===== src/rtl/pio_timing_pkg.sv =====
package pio_timing_pkg;

    localparam int NUM_DRIVES = 4;
    localparam int NUM_BANKS  = 3;
    localparam int DATA_W     = 8;
    localparam int ADDR_W     = 3;
    localparam int CNT_W      = 5;
    localparam int DRV_W      = $clog2(NUM_DRIVES);
    localparam int BANK_W     = $clog2(NUM_BANKS);

    localparam logic [ADDR_W-1:0] CMD_ADDR = ADDR_W'(2 * NUM_BANKS);

    typedef enum logic [1:0] {
        PH_IDLE   = 2'd0,
        PH_SETUP  = 2'd1,
        PH_ACTIVE = 2'd2,
        PH_RECOV  = 2'd3
    } phase_e;

    typedef struct packed {
        logic [CNT_W-1:0] setup;
        logic [CNT_W-1:0] active;
        logic [CNT_W-1:0] recov;
    } phase_len_t;

    function automatic logic [CNT_W-1:0] setup_clocks(input logic [1:0] code);
        logic [CNT_W-1:0] n;
        unique case (code)
            2'b00:   n = CNT_W'(4);
            2'b10:   n = CNT_W'(3);
            2'b01:   n = CNT_W'(2);
            default: n = CNT_W'(5);
        endcase
        return n;
    endfunction

    function automatic logic [CNT_W-1:0] nibble_clocks(input logic [3:0] nib);
        return (nib == 4'd0) ? CNT_W'(16) : CNT_W'(nib);
    endfunction

    function automatic logic [BANK_W-1:0] drive_bank(input logic [DRV_W-1:0] drv);
        return drv[1] ? BANK_W'(2) : BANK_W'(drv[0]);
    endfunction

endpackage


===== src/rtl/pio_timing_regs.sv =====
module pio_timing_regs
    import pio_timing_pkg::*;
(
    input  logic              clk,
    input  logic              rst,
    input  logic              wr_en,
    input  logic [ADDR_W-1:0] wr_addr,
    input  logic [DATA_W-1:0] wr_data,
    input  logic [ADDR_W-1:0] rd_addr,
    output logic [DATA_W-1:0] rd_data,
    output logic [1:0]        bank_setup_code [NUM_BANKS],
    output logic [DATA_W-1:0] bank_data       [NUM_BANKS],
    output logic [DATA_W-1:0] cmd_data
);

    logic [DATA_W-1:0] setup_q [NUM_BANKS];
    logic [DATA_W-1:0] data_q  [NUM_BANKS];
    logic [DATA_W-1:0] cmd_q;

    for (genvar b = 0; b < NUM_BANKS; b++) begin : g_bank
        localparam logic [ADDR_W-1:0] SETUP_A = ADDR_W'(2 * b);
        localparam logic [ADDR_W-1:0] DATA_A  = ADDR_W'(2 * b + 1);

        always_ff @(posedge clk) begin
            if (rst) begin
                setup_q[b] <= '0;
                data_q[b]  <= '0;
            end else if (wr_en) begin
                if (wr_addr == SETUP_A) setup_q[b] <= wr_data;
                if (wr_addr == DATA_A)  data_q[b]  <= wr_data;
            end
        end

        assign bank_setup_code[b] = setup_q[b][7:6];
        assign bank_data[b]       = data_q[b];
    end

    always_ff @(posedge clk) begin
        if (rst)                                 cmd_q <= '0;
        else if (wr_en && wr_addr == CMD_ADDR)   cmd_q <= wr_data;
    end

    assign cmd_data = cmd_q;

    always_comb begin
        rd_data = '0;
        for (int b = 0; b < NUM_BANKS; b++) begin
            if (rd_addr == ADDR_W'(2 * b))     rd_data = setup_q[b];
            if (rd_addr == ADDR_W'(2 * b + 1)) rd_data = data_q[b];
        end
        if (rd_addr == CMD_ADDR) rd_data = cmd_q;
    end

    // the first clock after reset shows cleared timing
    a_r7_reset_clears: assert property (@(posedge clk) disable iff (rst)
        $past(rst) |-> (cmd_q == '0 && data_q[0] == '0 && setup_q[2] == '0));

    // no write leaves the command byte unchanged
    a_r5_cmd_hold: assert property (@(posedge clk) disable iff (rst)
        (!$past(rst) && !$past(wr_en)) |-> $stable(cmd_q));

endmodule


===== src/rtl/pio_phase_calc.sv =====
module pio_phase_calc
    import pio_timing_pkg::*;
#(
    parameter int unsigned REV = 2
) (
    input  logic [1:0]        setup_code,
    input  logic [DATA_W-1:0] timing_byte,
    output phase_len_t        lens
);

    logic [CNT_W-1:0] act_raw, act_eff, rec_raw, rec_fix;

    always_comb begin
        act_raw = nibble_clocks(timing_byte[7:4]);
        act_eff = (act_raw == CNT_W'(1)) ? CNT_W'(2) : act_raw;
        rec_raw = nibble_clocks(timing_byte[3:0]);
        rec_fix = (rec_raw == CNT_W'(1) && act_eff > CNT_W'(3)) ? CNT_W'(2) : rec_raw;
    end

    assign lens.setup  = setup_clocks(setup_code);
    assign lens.active = act_eff;

    if (REV > 1) begin : g_rev_late
        assign lens.recov = rec_fix + CNT_W'(1);
    end else begin : g_rev_early
        assign lens.recov = rec_fix;
    end

    always_comb begin
        // the active phase never drops below two clocks
        a_r2_active_floor: assert (lens.active >= CNT_W'(2) || $isunknown(timing_byte));
        // a late revision always gives at least two recovery clocks
        a_r4_recov_floor: assert (REV <= 1 || lens.recov >= CNT_W'(2) || $isunknown(timing_byte));
    end

endmodule


===== src/rtl/pio_strobe_seq.sv =====
module pio_strobe_seq
    import pio_timing_pkg::*;
(
    input  logic             clk,
    input  logic             rst,
    input  logic             req,
    input  logic [DRV_W-1:0] req_drive,
    input  logic             req_write,
    input  phase_len_t       lens_in,
    output logic             ack,
    output logic             busy,
    output logic             done,
    output logic [DRV_W-1:0] cur_drive,
    output logic             rd_strobe,
    output logic             wr_strobe
);

    phase_e           ph_q;
    logic [CNT_W-1:0] cnt_q;
    logic [CNT_W-1:0] act_q, rec_q;
    logic             write_q;
    logic [DRV_W-1:0] drv_q;
    logic             last;

    assign last = (cnt_q == '0);

    always_ff @(posedge clk) begin
        if (rst) begin
            ph_q    <= PH_IDLE;
            cnt_q   <= '0;
            act_q   <= '0;
            rec_q   <= '0;
            write_q <= 1'b0;
            drv_q   <= '0;
        end else begin
            unique case (ph_q)
                PH_IDLE: if (req) begin
                    act_q   <= lens_in.active;
                    rec_q   <= lens_in.recov;
                    write_q <= req_write;
                    drv_q   <= req_drive;
                    cnt_q   <= lens_in.setup - CNT_W'(1);
                    ph_q    <= PH_SETUP;
                end
                PH_SETUP: if (last) begin
                    cnt_q <= act_q - CNT_W'(1);
                    ph_q  <= PH_ACTIVE;
                end else begin
                    cnt_q <= cnt_q - CNT_W'(1);
                end
                PH_ACTIVE: if (last) begin
                    cnt_q <= rec_q - CNT_W'(1);
                    ph_q  <= PH_RECOV;
                end else begin
                    cnt_q <= cnt_q - CNT_W'(1);
                end
                PH_RECOV: if (last) begin
                    ph_q <= PH_IDLE;
                end else begin
                    cnt_q <= cnt_q - CNT_W'(1);
                end
            endcase
        end
    end

    assign ack       = req && (ph_q == PH_IDLE);
    assign busy      = (ph_q != PH_IDLE);
    assign done      = (ph_q == PH_RECOV) && last;
    assign cur_drive = drv_q;
    assign rd_strobe = (ph_q == PH_ACTIVE) && !write_q;
    assign wr_strobe = (ph_q == PH_ACTIVE) &&  write_q;

    // an accepted request makes the block busy on the next clock
    a_r10_ack_starts: assert property (@(posedge clk) disable iff (rst)
        ack |=> busy);

    // the done clock is followed by idle
    a_r10_done_ends: assert property (@(posedge clk) disable iff (rst)
        done |=> !busy);

    // the two strobes are never high together
    a_r9_one_strobe: assert property (@(posedge clk) disable iff (rst)
        !(rd_strobe && wr_strobe));

    // a strobe never rises straight out of idle
    a_r9_setup_first: assert property (@(posedge clk) disable iff (rst)
        ($rose(rd_strobe) || $rose(wr_strobe)) |-> $past(busy));

    // the drive stays fixed while a transfer runs
    a_r10_drive_held: assert property (@(posedge clk) disable iff (rst)
        (busy && $past(busy)) |-> $stable(cur_drive));

endmodule


===== src/rtl/pio_cycle_gen.sv =====
module pio_cycle_gen
    import pio_timing_pkg::*;
#(
    parameter int unsigned REV = 2
) (
    input  logic        clk,
    input  logic        rst,
    input  logic        wr_en,
    input  logic [2:0]  wr_addr,
    input  logic [7:0]  wr_data,
    input  logic [2:0]  rd_addr,
    output logic [7:0]  rd_data,
    input  logic        req,
    input  logic [1:0]  req_drive,
    input  logic        req_write,
    input  logic        req_cmd,
    output logic        ack,
    output logic        busy,
    output logic        done,
    output logic [1:0]  cur_drive,
    output logic        rd_strobe,
    output logic        wr_strobe
);

    logic [1:0]        bank_setup_code [NUM_BANKS];
    logic [DATA_W-1:0] bank_data       [NUM_BANKS];
    logic [DATA_W-1:0] cmd_data;
    logic [BANK_W-1:0] sel_bank;
    logic [1:0]        sel_setup;
    logic [DATA_W-1:0] sel_timing;
    phase_len_t        lens;

    pio_timing_regs u_regs (
        .clk             (clk),
        .rst             (rst),
        .wr_en           (wr_en),
        .wr_addr         (wr_addr),
        .wr_data         (wr_data),
        .rd_addr         (rd_addr),
        .rd_data         (rd_data),
        .bank_setup_code (bank_setup_code),
        .bank_data       (bank_data),
        .cmd_data        (cmd_data)
    );

    always_comb begin
        sel_bank   = drive_bank(req_drive);
        sel_setup  = bank_setup_code[sel_bank];
        sel_timing = req_cmd ? cmd_data : bank_data[sel_bank];
    end

    pio_phase_calc #(.REV(REV)) u_calc (
        .setup_code  (sel_setup),
        .timing_byte (sel_timing),
        .lens        (lens)
    );

    pio_strobe_seq u_seq (
        .clk       (clk),
        .rst       (rst),
        .req       (req),
        .req_drive (req_drive),
        .req_write (req_write),
        .lens_in   (lens),
        .ack       (ack),
        .busy      (busy),
        .done      (done),
        .cur_drive (cur_drive),
        .rd_strobe (rd_strobe),
        .wr_strobe (wr_strobe)
    );

endmodule


===== config.mk =====
export PLATFORM = sky130hd
export DESIGN_NAME = pio_cycle_gen
export DESIGN_NICKNAME = d
export VERILOG_FILES = /design/src/rtl/pio_timing_pkg.sv /design/src/rtl/pio_timing_regs.sv /design/src/rtl/pio_phase_calc.sv /design/src/rtl/pio_strobe_seq.sv /design/src/rtl/pio_cycle_gen.sv
export SDC_FILE = /design/constraint.sdc
export NUM_CORES = 1
export LEC_CHECK = 0
export ABC_CLOCK_PERIOD_IN_PS = 2400
export CORE_UTILIZATION = 36
export DETAILED_ROUTE_END_ITERATION = 7
export PLACE_DENSITY = 0.65
export RECOVER_POWER = 100
export SYNTH_ARGS = -nofsm -noshare
export SYNTH_HDL_FRONTEND = slang
export SYNTH_HIERARCHICAL = 1
export SYNTH_SLANG_ARGS = --single-unit

===== constraint.sdc =====
create_clock -name clk -period 2.4 [get_ports clk]
set_input_delay 0.48 -clock clk [delete_from_list [all_inputs] [get_ports clk]]
set_output_delay 0.48 -clock clk [all_outputs]
set_load 0.1 [all_outputs]

; ---- After elaboration in Yosys (flattened, before gate mapping)
; Memory sizes are Yosys's and may differ from the RTL's.
; Index checks and enable logic that the tools add are counted.
[word_totals]
ff_bits = 28
mem_bits_rw = 48
input_bits = 22
output_inout_bits = 15
elab_cells = 127
memories = 2
[classes]
add_sub_neg = 5
n_lt_le_gt_ge = 2
n_eq_ne = 24
muxes = 62
bitwise = 7
reduce_logical = 18
[memory_table]
columns = name, words, width, read_ports, rd_ports_with_merged_regs, write_ports, line_no
row1 = u_regs.data_q, 3, 8, 3, 0, 3, pio_timing_regs.sv:17  ; logic [DATA_W-1:0] data_q [NUM_BANKS];
row2 = u_regs.setup_q, 3, 8, 3, 0, 3, pio_timing_regs.sv:16  ; logic [DATA_W-1:0] setup_q [NUM_BANKS];
[op_table]
columns = op, n
row1 = $mux W8, 16
row2 = $mux W5, 8
row3 = $mux W1, 26
row4 = $pmux W5 S4, 1
row5 = $eq A3 B3 Y1 const B, 6
row6 = $bmux W8 S2, 1
row7 = $sub A5 B1 Y5 const B, 3
row8 = $mux W2, 7
row9 = $eq A3 B2 Y1 const B, 4
row10 = $eq A5 B1 Y1 const B, 2
row11 = $pmux W3 S3, 1
row12 = $logic_not A4 Y1, 2
row13 = $pmux W2 S4, 1
row14 = $eq A2 B2 Y1 const B, 3
row15 = $eq A3 B1 Y1 const B, 2
row16 = $logic_and A1 B1 Y1, 6
row17 = $logic_not A3 Y1, 2
row18 = $ne A2 B1 Y1 const B, 3
row19 = $or A1 B1 Y1, 6
row20 = $add A5 B1 Y5 const B, 1
row21 = $gt A5 B2 Y1 const B, 1
row22 = $logic_not A5 Y1, 1
row23 = $bmux W2 S2, 1
row24 = $eq A2 B1 Y1 const B, 2
row25 = other kinds (9), 12

; ---- Longest topological paths before layout
; Gate-level depths: netlist of the first run.
[logic_depth]
depth_word = 14
ltp_mapped = 12
depth_no_buf = 11

; ---- By module
; Netlist of the first run, hierarchy kept.
[modules_own_cells]
columns = module, instances, cells_each, area_each_um2, seq_area_each_um2
row1 = pio_timing_regs, 1, 236, 2872.8, 1601.5
row2 = pio_strobe_seq, 1, 161, 1313.8, 400.4
row3 = pio_cycle_gen, 1, 42, 361.6, 0.0
row4 = pio_phase_calc, 1, 27, 186.4, 0.0

; ---- Worst setup path after synthesis of the first run
; OpenSTA, ideal clock, no wires.
[synth_timing]
kind = input to output
from = input rd_addr[1]
to = output rd_data[4]
arrival_time_ns = 2.346
required_ns = 1.920
slack_ns = -0.426
path_stages = 6
path_buffers = 3
cell_sequence = buf_6 -> buf_4 -> buf_4 -> a21oi_1 -> a221oi_1 -> nor2_1
[synth_via]
elab_chain_cells = 8
word_cells_on_any_way = 14
cone_classes = 6 x eq/ne / 7 x mux / 1 x reduce/logical
[synth_rtl]
columns = element, line_no
row1 = "start, declared", pio_cycle_gen.sv:11  ; input logic [2:0] rd_addr,
row2 = $logic_not A3 Y1, pio_timing_regs.sv:48  ; if (rd_addr == ADDR_W'(2 * b)) rd_data = setup_q[b];
row3 = $mux W8, pio_timing_regs.sv:48
row4 = $mux W8, pio_timing_regs.sv:49  ; if (rd_addr == ADDR_W'(2 * b + 1)) rd_data = data_q[b];
row5 = $mux W8, pio_timing_regs.sv:48
row6 = $mux W8, pio_timing_regs.sv:49
row7 = $mux W8, pio_timing_regs.sv:48
row8 = $mux W8, pio_timing_regs.sv:49
row9 = $mux W8 *, pio_timing_regs.sv:51  ; if (rd_addr == CMD_ADDR) rd_data = cmd_q;
row10 = "end, declared", pio_cycle_gen.sv:12  ; output logic [7:0] rd_data,
; Every way passes the cells marked *; elsewhere a longest branch is shown, timed or not.

; ---- Final worst setup path of the first run
[layout_timing]
from = input rd_addr[0]
to = output rd_data[2]
; Same word-level chain as after synthesis.

==> metrics.txt, run 1 <==
die area=about 14000 um^2; clk root buf=clkbuf_16; Ports=37; Mapped Cells=466; antenna diode count=0; worst slew pin tran=1200 ps; largest cells by area after synthesis=edfxtp_1 30%, dfxtp_1 12%, and2_1 6.6%; post-route ant nets=0; crit path DAT=roughly 1900 ps; relative slew slack=between 20 and 25%; ys flop type=edfxtp_1; DRT Pass-1 Iters=5; Vias/cell=5.21; CP endpoint kind=output port; DRC viols=0; Yosys top cell area share=a little under a third; post-synth cell types=63; leak pwr=around 2.2 nW; Max FO, Critical Path=7; die width=~120 um; initial antenna violation count=0; Tot Pwr=approximately 4.8 mW; worst reg-to-reg setup slack=310 ps; reg-to-reg startpoint=u_regs/setup_q[1][6]$_SDFFCE_PN0P_; Port Buffers=36; CP Launch Point=rd_addr[0]; critical path class=in -> out; Final Cell Area=slightly below 6000 um^2; Num CTS Buffers=9; final setup vio count=0; clock share of power=between 30% and 40%; DP Wirelength=a little under 9000 um; Hold Vio Cnt, Final=0; overall routing resource usage=about 19%; vias in the first global route=3613; Final #Nets=559; power density cells=just over 800 nW/um^2; min Tclk post-route=about 2400 ps; layout cells sized above 1=a little under a quarter; Hold WC Path Type=reg -> reg; r2r endpoint=u_seq/cnt_q[3]$_SDFFE_PP0P_; most frequent cell after synthesis=nand2_1; CP Launch Type=input pin; Die Y=around 120 um; core area=roughly 13000 um^2; Placement Cell Area=between 5000 and 6000 um^2; wire per inst=about 17 um; Synth async-reset ratio=0%; Setup crit end=rd_data[2]; fillers=around 1200; area of the multi-input gates=2450 um^2; sequential share of the synthesized area=between 40% and 50%; R2R cell count=8; fin cells=roughly 700; Avg Cell Area, Syn=10.2 um^2; CTS H-tree depth=3; Internal Pwr Total=~3.2 mW; number of core rows=between 40 and 50; Final Util=45.8%; Seq pwr share=about 34%; clock network latency to the later pin of the worst-skew pair=330 ps; synthesized flop and latch total=76; CTS Buffer Depth=2; first-pass GRT wire length=18900 um; Gate power share=33.3%; status=completed; area leader, netlist=edfxtp_1; Switching Share=34.5%; Ys Warns=6; vias after detailed routing=between 3000 and 4000; largest net degree at the start of global routing=26; Switch Pwr=roughly 1.7 mW; Initial Util=37.2%; Layout area overhead=23.1%; 1st-iter DRT viols=around 200; FF+latch area=2000 um^2; Post-synth EDFFs=between 40 and 50; Max VDD drop=approximately 0.38 mV; Final Slew Violations=0; required time of the critical path=about 1900 ps; FMAX=424 MHz; placed insts=approximately 680; TritonCTS clock tree=built; RSZ-0062 raised after global routing=true; grt ovf=0; clk slew on worst S/H paths=60 ps; max-capacitance violation count=0; ratio of final minimum period to clock period=between 90% and 100%; GP Congestion=between 0.8 and 0.9; CTS sink count=76; top cells by instance count after synthesis=53 x nand2_1, 50 x and2_1, 48 x edfxtp_1, 31 x a21oi_1, 28 x dfxtp_1; final WL=about 12000 um; mapped cell area=between 4000 and 5000 um^2; skew final=about 6.4 ps
## cell usage in the layout, fill, tap and decap left out, drive strengths merged, types with 3 or more instances in the layout
cell and instances:
buf 50, and2 50, nor4 3, o2bb2ai 8, a211oi 10, a21oi 33, nor2 20, nand2b 13
a221oi 12, xor2 9, edfxtp 48, o32ai 10, nor2b 10, mux2 8, dfxtp 28, clkdlybuf4s50 12
dlygate4sd2 4, o21bai 8, ha 12, bufinv 3, nand3 4, mux2i 22, o21ai 4, nor3 8
clkbuf 22, nor3b 12, nand2 53, inv 20
## sequential cells by signal, indices dropped and copies added, names as in the netlist
register	count
u_regs/data_q	24
u_regs/setup_q	24
u_regs/cmd_data	8
u_seq/act_q	5
u_seq/cnt_q	5
u_seq/rec_q	5
u_seq/cur_drive	2
u_seq/ph_q	2
u_seq/write_q	1
## logic make-up (layout without fill, tap and decap cells)
logic type                 count (synthesis)  after routing  synth area share [%]
adders and majority gates                 12             12                  3.17
buffers and inverters                     53            116                  6.42
AOI/OAI and AO/OA                        100            100                  16.3
xor gates and xnor gates                  11             11                  2.04
muxes                                     30             30                  6.55
and+or+nand+nor                          183            183                  23.2
other                                      1              2                0.0792
DFF                                       76             76                  42.3
## metal layers
metal	track usage [%]	routed length [um]	up-vias
li1	-	-	1787
met1	22.8	5090	1758
met2	33.0	5980	94
met3	3.53	510	18
met4	5.15	181	0
met5	0	0	-
## critical path, cell delays in order
cell	delay (ps)
dlygate4sd2_1	270
buf_6	150
buf_4	130
nand2b_1	150
a21oi_1	170
a221oi_2	60
buf_4	140
nor2_2	90
buf_6	230
## per-stage QoR
stage | setup TNS [ps] | hold WS [ps] | worst slack, ps
after floorplan | 0 | 446 | 32.1
after global placement | -4920 | 464 | -408
after detailed placement | -5450 | 463 | -495
after CTS | 0 | 477 | 10.6
after global routing | 0 | 496 | 5.62
final | 0 | 476 | 41.4
## power by group through the flow
stage	Clock [mW]	Combinational (mW)	Sequential (mW)
after floorplan	0	1.25	1.66
after CTS	1.59	1.73	1.67
after global placement	0	1.66	1.69
after detailed placement	0	1.70	1.70
after global routing	1.65	1.75	1.69
final	1.56	1.62	1.67
## worst min-delay path by stage
stage,slack (ps),start,cells past startpoint,end
global route,500,u_regs/cmd_data[0]$_SDFFE_PP0P_,2,u_regs/cmd_data[0]$_SDFFE_PP0P_
floorplan,450,u_regs/cmd_data[0]$_SDFFE_PP0P_,2,u_regs/cmd_data[0]$_SDFFE_PP0P_
finish,480,u_seq/cur_drive[1]$_SDFFE_PP0P_,2,u_seq/cur_drive[1]$_SDFFE_PP0P_
CTS,480,u_regs/cmd_data[0]$_SDFFE_PP0P_,2,u_regs/cmd_data[0]$_SDFFE_PP0P_
detailed placement,460,u_seq/cur_drive[1]$_SDFFE_PP0P_,2,u_seq/cur_drive[1]$_SDFFE_PP0P_
global placement,460,u_seq/cur_drive[1]$_SDFFE_PP0P_,2,u_seq/cur_drive[1]$_SDFFE_PP0P_
## area by class of cell
| cell class | instances | share of cell area [%] |
|---|---|---|
| Tap cell | 172 | 3.69 |
| Multi-Input combinational cell | 338 | 42.1 |
| Inverter | 19 | 1.22 |
| Sequential cell | 76 | 34.3 |
| Clock inverter | 6 | 1.93 |
| Clock buffer | 10 | 3.93 |
| Timing Repair Buffer | 81 | 12.8 |
## what timing repair did
action	in CTS	in global routing
cloned	0	0
endpoints found under the setup margin	14	7
pin swaps	2	3
hold buffers	0	0
setup buffers	3	0
gates resized for setup	23	14
(Power assumes the default switching activity.)
==> run 2: changes to the inputs <==
--- a/config.mk
+++ b/config.mk
@@ -5,11 +5,14 @@
 export SDC_FILE = /design/constraint.sdc
 export NUM_CORES = 1
 export LEC_CHECK = 0
+export ABC_AREA = 0
 export ABC_CLOCK_PERIOD_IN_PS = 2400
+export CORE_ASPECT_RATIO = 1.25
 export CORE_UTILIZATION = 36
 export DETAILED_ROUTE_END_ITERATION = 7
 export PLACE_DENSITY = 0.65
 export RECOVER_POWER = 100
+export SLEW_MARGIN = 30
 export SYNTH_ARGS = -nofsm -noshare
 export SYNTH_HDL_FRONTEND = slang
 export SYNTH_HIERARCHICAL = 1
==> run 2 against run 1 <==
  * Combinational power up 2%
  * Maximum frequency up 1.2%
  * Flip-flop and latch count unchanged
  * Clock-buffer cell count increased by 1
  * Global-route usage fell by 0.30 points
  * First-iteration DRC count is 26% lower
==> metrics.txt, run 2 (synthesis gave the netlist of run 1 again) <==
power density cells=~800 nW/um^2; hold path depth=2; largest net degree at the start of global routing=31; number of core rows=46; first-pass GRT wire length=19100 um; leak pwr=about 2.2 nW; final setup vio count=0; Num CTS Buffers=9; min Tclk post-route=approximately 2300 ps; Die Y=130 um; Hold WC Path Type=reg -> reg; DRT Pass-1 Iters=4; cts hold-fix bufs=0; CTS sink count=76; critical path class=in -> out; max-capacitance violation count=0; crit path DAT=around 1900 ps; hold slack final=approximately 450 ps; Placement Cell Area=between 5000 and 6000 um^2; clk slew on worst S/H paths=~60 ps; GP Congestion=0.850; Final Cell Area=about 5900 um^2; Layout area overhead=23.9%; RSZ-0062 raised after global routing=false; Hold Vio Cnt, Final=0; antenna diode count=0; TritonCTS clock tree=built; Final #Nets=560; Ports=37; FMAX=between 400 and 500 MHz; status=completed; Max FO, Critical Path=12; core area=approximately 13000 um^2; ratio of final minimum period to clock period=97.1%; 1st-iter DRT viols=around 150; vias in the first global route=approximately 3700; layout cells sized above 1=between 20% and 30%; commonest non-fill, non-tap cell in the layout=nand2_1; CTS Buffer Depth=2; Final Slew Violations=0; grt ovf=0; Max VDD drop=roughly 0.42 mV; final WL=about 12000 um; CP endpoint kind=output port; die area=about 14000 um^2; clock network latency to the later pin of the worst-skew pair=~340 ps; most frequent cells in the layout=52 x nand2_1, 48 x edfxtp_1, 36 x and2_0; relative slew slack=between 20% and 30%; skew final=approximately 7.0 ps; required time of the critical path=~1900 ps; Vias/cell=5.19; setup TNS=0 ps; die width=roughly 100 um; clk root buf=clkbuf_16; CP Launch Type=input pin; overall routing resource usage=between 10% and 20%; DRC viols=0; Initial Util=a little under two fifths; R2R cell count=8; initial antenna violation count=0; CTS H-tree depth=3; wire per inst=about 17 um; worst slew pin tran=1190 ps; vias after detailed routing=about 3600; Port Buffers=36; DP Wirelength=8890 um; post-route ant nets=0
[run 2: cell types whose count changed in the layout (fill, tap and decap cells not counted), sizes merged]
cell,before,now
bufinv,3,1
clkinv,2,3
buf,50,53
dlymetal6s2s,1,0
clkbuf,22,21
clkdlybuf4s50,12,13
[run 2: worst max-delay path, cell delays in order]
cell and delay [ps]:
dlygate4sd2_1 270, buf_6 150, buf_4 170, o2bb2ai_2 200
a221oi_4 90, buf_4 150, nor2_2 90, buf_6 230
[run 2: area by class of cell]
class | count | area (um^2)
Inverter | 19 | 71.3
Clock buffer | 11 | 233
Multi-Input combinational cell | 338 | 2530
Sequential cell | 76 | 2000
Tap cell | 168 | 210
Clock inverter | 5 | 61.3
Timing Repair Buffer | 82 | 759
Fill cell | 1239 | 6910
[run 2: final timing paths]
| check | endpoint | slack, ps | from |
|---|---|---|---|
| max | rd_data[2] | 70 | rd_addr[0] |
| min reg2reg | u_seq/cur_drive[1]$_SDFFE_PP0P_ | 450 | u_seq/cur_drive[1]$_SDFFE_PP0P_ |
| min | u_seq/cur_drive[1]$_SDFFE_PP0P_ | 450 | u_seq/cur_drive[1]$_SDFFE_PP0P_ |
| max reg2reg | u_seq/cnt_q[3]$_SDFFE_PP0P_ | 300 | u_regs/setup_q[1][6]$_SDFFCE_PN0P_ |
[run 2: layer usage]
metal	up-vias	share of wire [%]	global-route usage (%)
li1	1784	-	-
met1	1744	42	20.7
met2	76	51	33.9
met3	25	3.7	2.65
met4	0	2.9	8.20
met5	-	0	0
[run 2: power breakdown]
part	internal, mW	total [mW]	leakage, nW	switching, mW
clock	0.811	1.35	0.144	0.540
combinational	0.661	1.66	1.35	0.996
sequential	1.53	1.68	0.693	0.150
[run 2: per-stage QoR]
step / utilization, % / setup WS [ps] / power [mW] / instances
3_3_place_gp: 43.5 / -415 / 3.37 / 682
3_5_place_dp: 43.5 / -486 / 3.41 / 682
2_1_floorplan: - / 32.1 / 2.91 / 467
5_1_grt: 45.9 / 2.06 / 4.93 / 699
6_report: 45.9 / 68.7 / 4.69 / 699
4_1_cts: 47.0 / -21.3 / 4.79 / 698
[run 2: what timing repair did]
action / CTS / global route
gates resized for setup: 36 / 11
buffers inserted: 0 / 1
pin swaps: 2 / 3
gates cloned: 0 / 0
setup endpoints to repair: 14 / 9
==> run 3: changes to the inputs <==
--- a/config.mk
+++ b/config.mk
@@ -9,6 +9,7 @@
 export ABC_CLOCK_PERIOD_IN_PS = 2400
 export CORE_ASPECT_RATIO = 1.25
 export CORE_UTILIZATION = 36
+export CTS_CLUSTER_DIAMETER = 150
 export DETAILED_ROUTE_END_ITERATION = 7
 export PLACE_DENSITY = 0.65
 export RECOVER_POWER = 100
==> results of run 3 <==
Same layout as run 2: the final DEF is identical, and so are final timing and power.
